## config.mk

```make
export PLATFORM = sky130hd
export DESIGN_NAME = uart_tx_portmux
export DESIGN_NICKNAME = d
export VERILOG_FILES = /design/src/rtl/uart_txpm_pkg.sv /design/src/rtl/uart_txpm_holding.sv /design/src/rtl/uart_txpm_shifter.sv /design/src/rtl/uart_txpm_pinmux.sv /design/src/rtl/uart_tx_portmux.sv
export SDC_FILE = /design/constraint.sdc
export NUM_CORES = 1
export LEC_CHECK = 0
export CORE_UTILIZATION = 55
export CTS_CLUSTER_SIZE = 8
export DETAILED_ROUTE_END_ITERATION = 10
export MAX_ROUTING_LAYER = met4
export PLACE_DENSITY_LB_ADDON = 0.3
export SYNTH_ARGS = -nofsm -noshare
export SYNTH_HDL_FRONTEND = slang
export SYNTH_SLANG_ARGS = --single-unit
```

## constraint.sdc

```tcl
create_clock -name clk -period 3.55 [get_ports clk]
set_input_delay 0.71 -clock clk [delete_from_list [all_inputs] [get_ports clk]]
set_output_delay 0.71 -clock clk [all_outputs]
set_load 0.05 [all_outputs]
```

## src/rtl/uart_txpm_pkg.sv

```systemverilog
package uart_txpm_pkg;
  typedef enum logic [2:0] {
    ST_IDLE,
    ST_START,
    ST_DATA,
    ST_PAR,
    ST_STOP
  } tx_state_e;
endpackage

```

## src/rtl/uart_txpm_holding.sv

```systemverilog
module uart_txpm_holding #(
  parameter int DATA_W = 8
) (
  input  logic              clk,
  input  logic              rst,
  input  logic              tx_en,
  input  logic              wr_valid,
  input  logic [DATA_W-1:0] wr_data,
  input  logic              take,
  output logic [DATA_W-1:0] hold_q,
  output logic              empty_q
);
  always_ff @(posedge clk) begin
    if (rst || !tx_en) begin
      hold_q  <= '0;
      empty_q <= 1'b1;
    end else if (take) begin
      empty_q <= 1'b1;
    end else if (wr_valid && empty_q) begin
      hold_q  <= wr_data;
      empty_q <= 1'b0;
    end
  end
endmodule

```

## src/rtl/uart_txpm_shifter.sv

```systemverilog
module uart_txpm_shifter
  import uart_txpm_pkg::*;
#(
  parameter int DATA_W = 8
) (
  input  logic              clk,
  input  logic              rst,
  input  logic              tx_en,
  input  logic              bit_tick,
  input  logic              ready,
  input  logic              allow,
  input  logic              parity_en,
  input  logic              parity_odd,
  input  logic [DATA_W-1:0] hold_data,
  output logic              take,
  output logic              line
);
  localparam int CNT_W = (DATA_W > 1) ? $clog2(DATA_W) : 1;
  localparam logic [CNT_W-1:0] LAST_BIT = CNT_W'(DATA_W - 1);

  tx_state_e         state_q;
  logic [DATA_W-1:0] shreg_q;
  logic [CNT_W-1:0]  cnt_q;
  logic              par_q;
  logic              par_on_q;

  assign take = bit_tick && tx_en && (state_q == ST_IDLE) && ready && allow;

  always_ff @(posedge clk) begin
    if (rst || !tx_en) begin
      state_q  <= ST_IDLE;
      shreg_q  <= '0;
      cnt_q    <= '0;
      par_q    <= 1'b0;
      par_on_q <= 1'b0;
    end else if (bit_tick) begin
      case (state_q)
        ST_IDLE: begin
          if (take) begin
            shreg_q  <= hold_data;
            par_q    <= (^hold_data) ^ parity_odd;
            par_on_q <= parity_en;
            state_q  <= ST_START;
          end
        end
        ST_START: begin
          cnt_q   <= '0;
          state_q <= ST_DATA;
        end
        ST_DATA: begin
          shreg_q <= shreg_q >> 1;
          if (cnt_q == LAST_BIT) begin
            state_q <= par_on_q ? ST_PAR : ST_STOP;
          end else begin
            cnt_q <= cnt_q + 1'b1;
          end
        end
        ST_PAR:  state_q <= ST_STOP;
        default: state_q <= ST_IDLE;
      endcase
    end
  end

  always_comb begin
    case (state_q)
      ST_START: line = 1'b0;
      ST_DATA:  line = shreg_q[0];
      ST_PAR:   line = par_q;
      default:  line = 1'b1;
    endcase
  end
endmodule

```

## src/rtl/uart_txpm_pinmux.sv

```systemverilog
module uart_txpm_pinmux (
  input  logic clk,
  input  logic rst,
  input  logic tx_en,
  input  logic frame_line,
  input  logic port_dr,
  input  logic port_ddr,
  output logic tx_out,
  output logic tx_oe
);
  always_ff @(posedge clk) begin
    if (rst) begin
      tx_out <= 1'b1;
      tx_oe  <= 1'b0;
    end else if (tx_en) begin
      tx_out <= frame_line;
      tx_oe  <= 1'b1;
    end else begin
      tx_out <= port_dr;
      tx_oe  <= port_ddr;
    end
  end
endmodule

```

## src/rtl/uart_tx_portmux.sv

```systemverilog
module uart_tx_portmux #(
  parameter int DATA_W = 8
) (
  input  logic              clk,
  input  logic              rst,
  input  logic              bit_tick,
  input  logic              tx_en,
  input  logic              sync_mode,
  input  logic              parity_en,
  input  logic              parity_odd,
  input  logic              port_dr,
  input  logic              port_ddr,
  input  logic              wr_valid,
  input  logic [DATA_W-1:0] wr_data,
  input  logic              err_overrun,
  input  logic              err_framing,
  input  logic              err_parity,
  output logic              tx_out,
  output logic              tx_oe,
  output logic              tde
);
  logic [DATA_W-1:0] hold_q;
  logic              take;
  logic              frame_line;
  logic              allow;

  assign allow = !(sync_mode && (err_overrun || err_framing || err_parity));

  uart_txpm_holding #(.DATA_W(DATA_W)) u_hold (
    .clk      (clk),
    .rst      (rst),
    .tx_en    (tx_en),
    .wr_valid (wr_valid),
    .wr_data  (wr_data),
    .take     (take),
    .hold_q   (hold_q),
    .empty_q  (tde)
  );

  uart_txpm_shifter #(.DATA_W(DATA_W)) u_shift (
    .clk        (clk),
    .rst        (rst),
    .tx_en      (tx_en),
    .bit_tick   (bit_tick),
    .ready      (!tde),
    .allow      (allow),
    .parity_en  (parity_en),
    .parity_odd (parity_odd),
    .hold_data  (hold_q),
    .take       (take),
    .line       (frame_line)
  );

  uart_txpm_pinmux u_pin (
    .clk        (clk),
    .rst        (rst),
    .tx_en      (tx_en),
    .frame_line (frame_line),
    .port_dr    (port_dr),
    .port_ddr   (port_ddr),
    .tx_out     (tx_out),
    .tx_oe      (tx_oe)
  );
endmodule

```

==> Word-level counts from Yosys, hierarchy flattened <==
Cells that the tools add are included.
{ "classes": {"addsub": 1, "eq_ne": 7, "muxes": 11, "bitwise": 2, "reduce_logical": 22} }
{ "ops": {"columns": ["op", "count"], "rows": [
  ["$pmux W8 S2", 1],
  ["$mux W3", 4],
  ["$pmux W3 S4", 1],
  ["$reduce_and A3 Y1", 4],
  ["$mux W8", 1],
  ["$reduce_xor A8 Y1", 1],
  ["$eq A3 B2 Y1 const B", 2],
  ["$logic_and A1 B1 Y1", 6],
  ["$pmux W3 S2", 1],
  ["$ne A2 B2 Y1 const B", 2],
  ["$reduce_bool A2 Y1", 2],
  ["$add A3 B1 Y3 const B", 1],
  ["$eq A3 B1 Y1 const B", 1],
  ["$eq A3 B3 Y1 const B", 1],
  ["$logic_not A1 Y1", 3],
  ["$logic_not A3 Y1", 1],
  ["$logic_or A1 B1 Y1", 3],
  ["$pmux W1 S3", 1],
  ["$mux W1", 2],
  ["$ne A2 B1 Y1 const B", 1],
  ["$reduce_and A2 Y1", 1],
  ["$reduce_or A2 Y1", 1],
  ["$not A1 Y1", 1],
  ["$xor A1 B1 Y1", 1]
]} }
{ "word_totals": {"reg_bits": 27, "inputBits": 21, "out_inout_bits": 3, "wordCells": 52} }

==> Longest topological paths before layout <==
{ "logic_depth": {"word_depth": 7, "mapped_depth": 6, "depth_no_buf": 6} }

==> By module <==
A second synthesis with hierarchy kept.
{ "hier_totals": {"hier_cells": 149, "area_unflattened_um2": 1440.1} }
{ "by_module_without_submodules": {"columns": ["mod", "n_inst", "cells_each", "area_each_um2", "seq_area_each_um2"], "rows": [
  ["uart_txpm_shifter", 1, 101, 927.1, 320.3],
  ["uart_txpm_holding", 1, 40, 434.2, 180.2],
  ["uart_txpm_pinmux", 1, 6, 62.6, 40.0],
  ["uart_tx_portmux", 1, 2, 16.3, 0.0]
]} }

==> Worst setup path after synthesis <==
Ideal clock, no wire load.
{ "synth_path": {"kind": "input to register", "startpoint": "in err_framing", "endpoint": "reg u_shift.shreg_q[7]", "setup_time_ns": 0.067, "t_arrival_ns": 1.899, "required_ns": 3.483, "setup_slack_ns": 1.583, "path_stages": 4, "path_buffers": 0, "path_cell_list": "o31a_1 > nor4b_4 > mux2_4 > a21oi_2"} }
{ "synth_between": {"elab_chain_len": 7} }
{ "synth_lines": {"columns": ["element", "line_no", "text"], "rows": [
  ["start, declared", "uart_tx_portmux.sv:16", "input logic err_framing,"],
  ["$logic_or A1 B1 Y1 (2 in series)", "uart_tx_portmux.sv:27", "assign allow = !(sync_mode && (err_overrun || err_framing || err_parity));"],
  ["$logic_and A1 B1 Y1", "uart_tx_portmux.sv:27", null],
  ["$logic_not A1 Y1", "uart_tx_portmux.sv:27", null],
  ["$logic_and A1 B1 Y1", "uart_txpm_shifter.sv:27", "assign take = bit_tick && tx_en && (state_q == ST_IDLE) && ready && allow;"],
  ["$ne A2 B2 Y1 (no line)", null, null],
  ["$reduce_and A3 Y1 (no line)", null, null],
  ["end signal, assigned", "uart_txpm_shifter.sv:40", "shreg_q <= hold_data;"],
  ["end signal, assigned", "uart_txpm_shifter.sv:51", "shreg_q <= shreg_q >> 1;"],
  ["end, declared", "uart_txpm_shifter.sv:22", "logic [DATA_W-1:0] shreg_q;"]
]} }
Every way passes these cells.
A chain may end at the register's enable or synchronous reset.

==> Final worst setup path <==
{ "layout_path": {"startpoint": "reg u_hold.empty_q", "endpoint": "out tde"} }
{ "layout_lines": {"columns": ["element", "line_no", "text"], "rows": [
  ["start, declared", "uart_txpm_holding.sv:11", "output logic empty_q"],
  ["start signal, assigned", "uart_txpm_holding.sv:16", "empty_q <= 1'b1;"],
  ["start signal, assigned", "uart_txpm_holding.sv:18", "empty_q <= 1'b1;"],
  ["start signal, assigned", "uart_txpm_holding.sv:21", "empty_q <= 1'b0;"],
  ["end, declared", "uart_tx_portmux.sv:20", "output logic tde"]
]} }
No word-level cell between the ends.

==> run summary <==
====================================================================================
Final weighted congestion of routability-driven global placement ......        0.822
End-of-flow core utilization ..........................................        70.7%
Crit-path slowest cell ................................................ sky130_fd_sc_hd__clkdlybuf4s50_1
Placed Cells ..........................................................          189
Final instance count without filler cells .............................          193
Worst endpoint required time ..........................................      2.84 ns
Data arrival at the endpoint of the critical path .....................      1.81 ns
Number of cells upsized or downsized after cts ........................            0
Post-detailed-placement half-perimeter wirelength .....................      1960 um
Total GRT Usage .......................................................        23.5%
Buffer depth of the longest clock path ................................            2
Summed instance area of the synthesized netlist .......................     1340 um2
Fill cells ............................................................          202
Iter 0 DRT Violations .................................................           25
Number of input and output port buffers inserted ......................           23
Share of the cycle needed by the critical path after routing ..........        71.1%
Power Total ...........................................................       525 uW
Number of buffers inserted for hold repair after clock tree synthesis .            0
Inserted Clock Buffers ................................................            3
Peak supply drop ......................................................   0.000285 V
Buffer and inverter count on the worst path ...........................            1
Power density cells ...................................................   330 nW/um2
TritonCTS clock tree ..................................................         done
Mean instance size in the synthesized netlist .........................     9.12 um2
Die outline width .....................................................      51.4 um
Final clock skew ......................................................   0.00172 ns
Worst-case headroom to the max-slew limit .............................        37.4%
Final Max Slew Viols ..................................................            0
Root Buffer Master .................................................... sky130_fd_sc_hd__clkbuf_4
Actual transition at the worst max-transition pin .....................     0.939 ns
Global routing usage on met2 ..........................................        39.0%
Gr ovfl total .........................................................            0
Total of endpoints with negative setup slack in the final report ......            0
Status ................................................................ finished clean
Standard cell area after detailed placement ...........................     1560 um2
Maximum capacitance violations ........................................            0
Source-to-sink clock delay at the later pin of the worst-skew pair ....      0.33 ns
Met3 track utilization from global routing ............................        3.87%
Biggest area consumer among synthesized cells ......................... sky130_fd_sc_hd__dfxtp_1
Sequential element share of the synthesized area ......................        40.3%
Number of remaining DRC errors ........................................            0
Total number of vias ..................................................         1099
Setup repair after global routing missed its margin ...................        false
Post-synth cell types .................................................           36
Clock sink count ......................................................           27
Peak clock frequency supported by timing ..............................      396 MHz
Busiest grt layer .....................................................         met2
CP cell instances ..................................................... clkdlybuf4s50_1
Main area contributors after synthesis ................................ sky130_fd_sc_hd__dfxtp_1, sky130_fd_sc_hd__mux2i_1, sky130_fd_sc_hd__a21oi_1, sky130_fd_sc_hd__a211oi_1, sky130_fd_sc_hd__nand3_1
Endpoint type of the worst setup path .................................  output port
Vias/cell .............................................................         5.69
Flops & latches, synth ................................................           27
CP top delay family ................................................... buffers and inverters
Setup fix buffers added after clock tree synthesis ....................            0
Clock-pin slew on the worst setup and hold paths ......................      0.15 ns
Max FO, Critical Path .................................................           12
Number of nets in the final layout ....................................          189
Biggest cell delay along the critical path ............................      0.88 ns
Syn nets ..............................................................          170
Total negative slack ..................................................         0 ns
Routed wirelength normalized by instance count ........................      13.9 um
Die outline height ....................................................      51.4 um
Yosys warns ...........................................................            0
Total Routed Length ...................................................      2680 um
Final antenna diode count .............................................            0
Final hold violation count ............................................            0
Core region area ......................................................     2250 um2
First-pass DRT Iterations .............................................            4
Path type of the worst setup path .....................................      reg2out
Gate count of the mapped netlist ......................................          147
Share of the synthesized area in the top cell type ....................        40.3%
GR Layer Usage met1 ...................................................        27.6%
Placement row count ...................................................           17
Hold/Removal Path Class ...............................................      reg2reg
Vias in the first global route ........................................         1022
Effective utilization at floorplan ....................................        59.4%
Wire length of the first global-routing pass ..........................      4470 um
Fraction of layout instances using a drive strength above 1 ...........        6.06%
Total Die Area ........................................................     2640 um2
Antenna Nets Post-Route ...............................................            0
Critical path launch point type .......................................    flip-flop
Maximum number of pins on one net before global-route repair ..........           25
Final standard cell area without fillers ..............................     1590 um2
Static leakage ........................................................  0.000600 uW
Number of antenna violations at the first check in global routing .....            0
Area growth, synth to finish ..........................................        19.0%
# H-tree levels .......................................................            1
Final critical delay including setup and external delays ..............      2.52 ns
Boundary Pins .........................................................           24
====================================================================================
where the power goes:
group	switching [uW]	leakage, uW	internal [uW]
sequential	5.97	0.000219	309
clock	96.0	0.0000139	43.1
combinational	32.9	0.000367	38.7
total	135	0.000600	391
kinds of logic after synthesis:
kind of cell    synth area share [%]
compound gates                  18.6
xor+xnor                        4.95
fa+ha+maj                       1.87
buf+inv                         4.48
flops                           40.3
mux                             9.34
simple gates                    20.4
metrics by stage:
step	worst slack (ns)	hold slack (ns)
after floorplan	1.58	0.460
after global placement	1.09	0.475
after detailed placement	0.968	0.480
after CTS	1.05	0.499
after global routing	0.955	0.520
final	1.03	0.499
worst paths after layout:
check / start / end / slack [ns] / depth (start not counted)
worst max-delay path: u_hold.empty_q / tde / 1.03 / 1
worst min-delay path: u_hold.hold_q[4] / u_hold.hold_q[4] / 0.50 / 2
worst max register to register: u_shift.state_q[1] / u_shift.shreg_q[2] / 1.78 / 3
worst min register to register: u_hold.hold_q[4] / u_hold.hold_q[4] / 0.50 / 2
cells in the final DEF, fill, tap and decap left out, types with 2 or more instances in the layout:
master                            instances
sky130_fd_sc_hd__a211o_1                  2
sky130_fd_sc_hd__a211oi_1                 7
sky130_fd_sc_hd__a21oi_1                 18
sky130_fd_sc_hd__clkbuf_4                 3
sky130_fd_sc_hd__clkdlybuf4s50_1         23
sky130_fd_sc_hd__dfxtp_1                 27
sky130_fd_sc_hd__ha_1                     2
sky130_fd_sc_hd__inv_1                    5
sky130_fd_sc_hd__mux2i_1                 11
sky130_fd_sc_hd__nand2_1                 11
sky130_fd_sc_hd__nand2b_1                 4
sky130_fd_sc_hd__nand3_1                 10
sky130_fd_sc_hd__nor2_1                  11
sky130_fd_sc_hd__nor2b_1                  5
sky130_fd_sc_hd__nor3b_2                  2
sky130_fd_sc_hd__o31ai_1                  2
sky130_fd_sc_hd__xnor2_1                  4
state kept, by name (all words and copies together) (netlist names):
register and flops:
u_shift.cnt_q 3, u_shift.state_q 3, u_hold.empty_q 1, u_shift.par_on_q 1, u_hold.hold_q 8, u_shift.par_q 1
u_shift.shreg_q 8, u_pin.tx_out 1, u_pin.tx_oe 1
cell usage after synthesis:
| cell type | instances |
|---|---|
| sky130_fd_sc_hd__buf_1 | 1 |
| sky130_fd_sc_hd__a211oi_1 | 7 |
| sky130_fd_sc_hd__buf_4 | 1 |
| sky130_fd_sc_hd__a21oi_1 | 18 |
| sky130_fd_sc_hd__nand3b_1 | 1 |
| sky130_fd_sc_hd__or3b_1 | 1 |
| sky130_fd_sc_hd__o31ai_1 | 2 |
| sky130_fd_sc_hd__buf_2 | 3 |
| sky130_fd_sc_hd__mux2i_1 | 11 |
| sky130_fd_sc_hd__inv_1 | 5 |
| sky130_fd_sc_hd__a21oi_2 | 1 |
| sky130_fd_sc_hd__nor3b_2 | 2 |
| sky130_fd_sc_hd__and2_1 | 1 |
| sky130_fd_sc_hd__a22oi_1 | 1 |
| sky130_fd_sc_hd__o2111ai_1 | 1 |
| sky130_fd_sc_hd__nor4b_4 | 1 |
| sky130_fd_sc_hd__nor2b_1 | 5 |
| sky130_fd_sc_hd__xnor3_1 | 1 |
| sky130_fd_sc_hd__ha_1 | 2 |
| sky130_fd_sc_hd__nor3b_1 | 1 |
| sky130_fd_sc_hd__nor2_1 | 11 |
| sky130_fd_sc_hd__nand4_1 | 1 |
| sky130_fd_sc_hd__o211a_1 | 1 |
| sky130_fd_sc_hd__mux2_4 | 1 |
| sky130_fd_sc_hd__nand2b_1 | 4 |
| sky130_fd_sc_hd__dfxtp_1 | 27 |
| sky130_fd_sc_hd__xnor2_1 | 4 |
| sky130_fd_sc_hd__a211o_1 | 2 |
| sky130_fd_sc_hd__nand2_1 | 11 |
| sky130_fd_sc_hd__nand3_1 | 10 |
| sky130_fd_sc_hd__o31a_1 | 1 |
| sky130_fd_sc_hd__xor2_1 | 1 |
| sky130_fd_sc_hd__o221ai_1 | 1 |
| sky130_fd_sc_hd__o21bai_2 | 1 |
| sky130_fd_sc_hd__a311o_1 | 1 |
| sky130_fd_sc_hd__clkbuf_1 | 4 |
layout make-up:
class / instances / area, um2 / area share, %
clock buffers: 3 / 22.5 / 1.41
clock inverters: 1 / 7.51 / 0.471
inverters: 5 / 18.8 / 1.18
multi-input cells: 106 / 739 / 46.4
flip-flops and latches: 27 / 541 / 33.9
well taps: 28 / 35.0 / 2.20
repair buffers: 23 / 230 / 14.4
metal layers:
metal / part of all wire [%] / wire length (um) / vias up
met2: 48 / 1300 / 29
met4: 1.4 / 38 / 0
met3: 4.7 / 127 / 4
li1: - / - / 556
met1: 45 / 1220 / 510
met5: 0 / 0 / -
(Power assumes the default switching activity.)
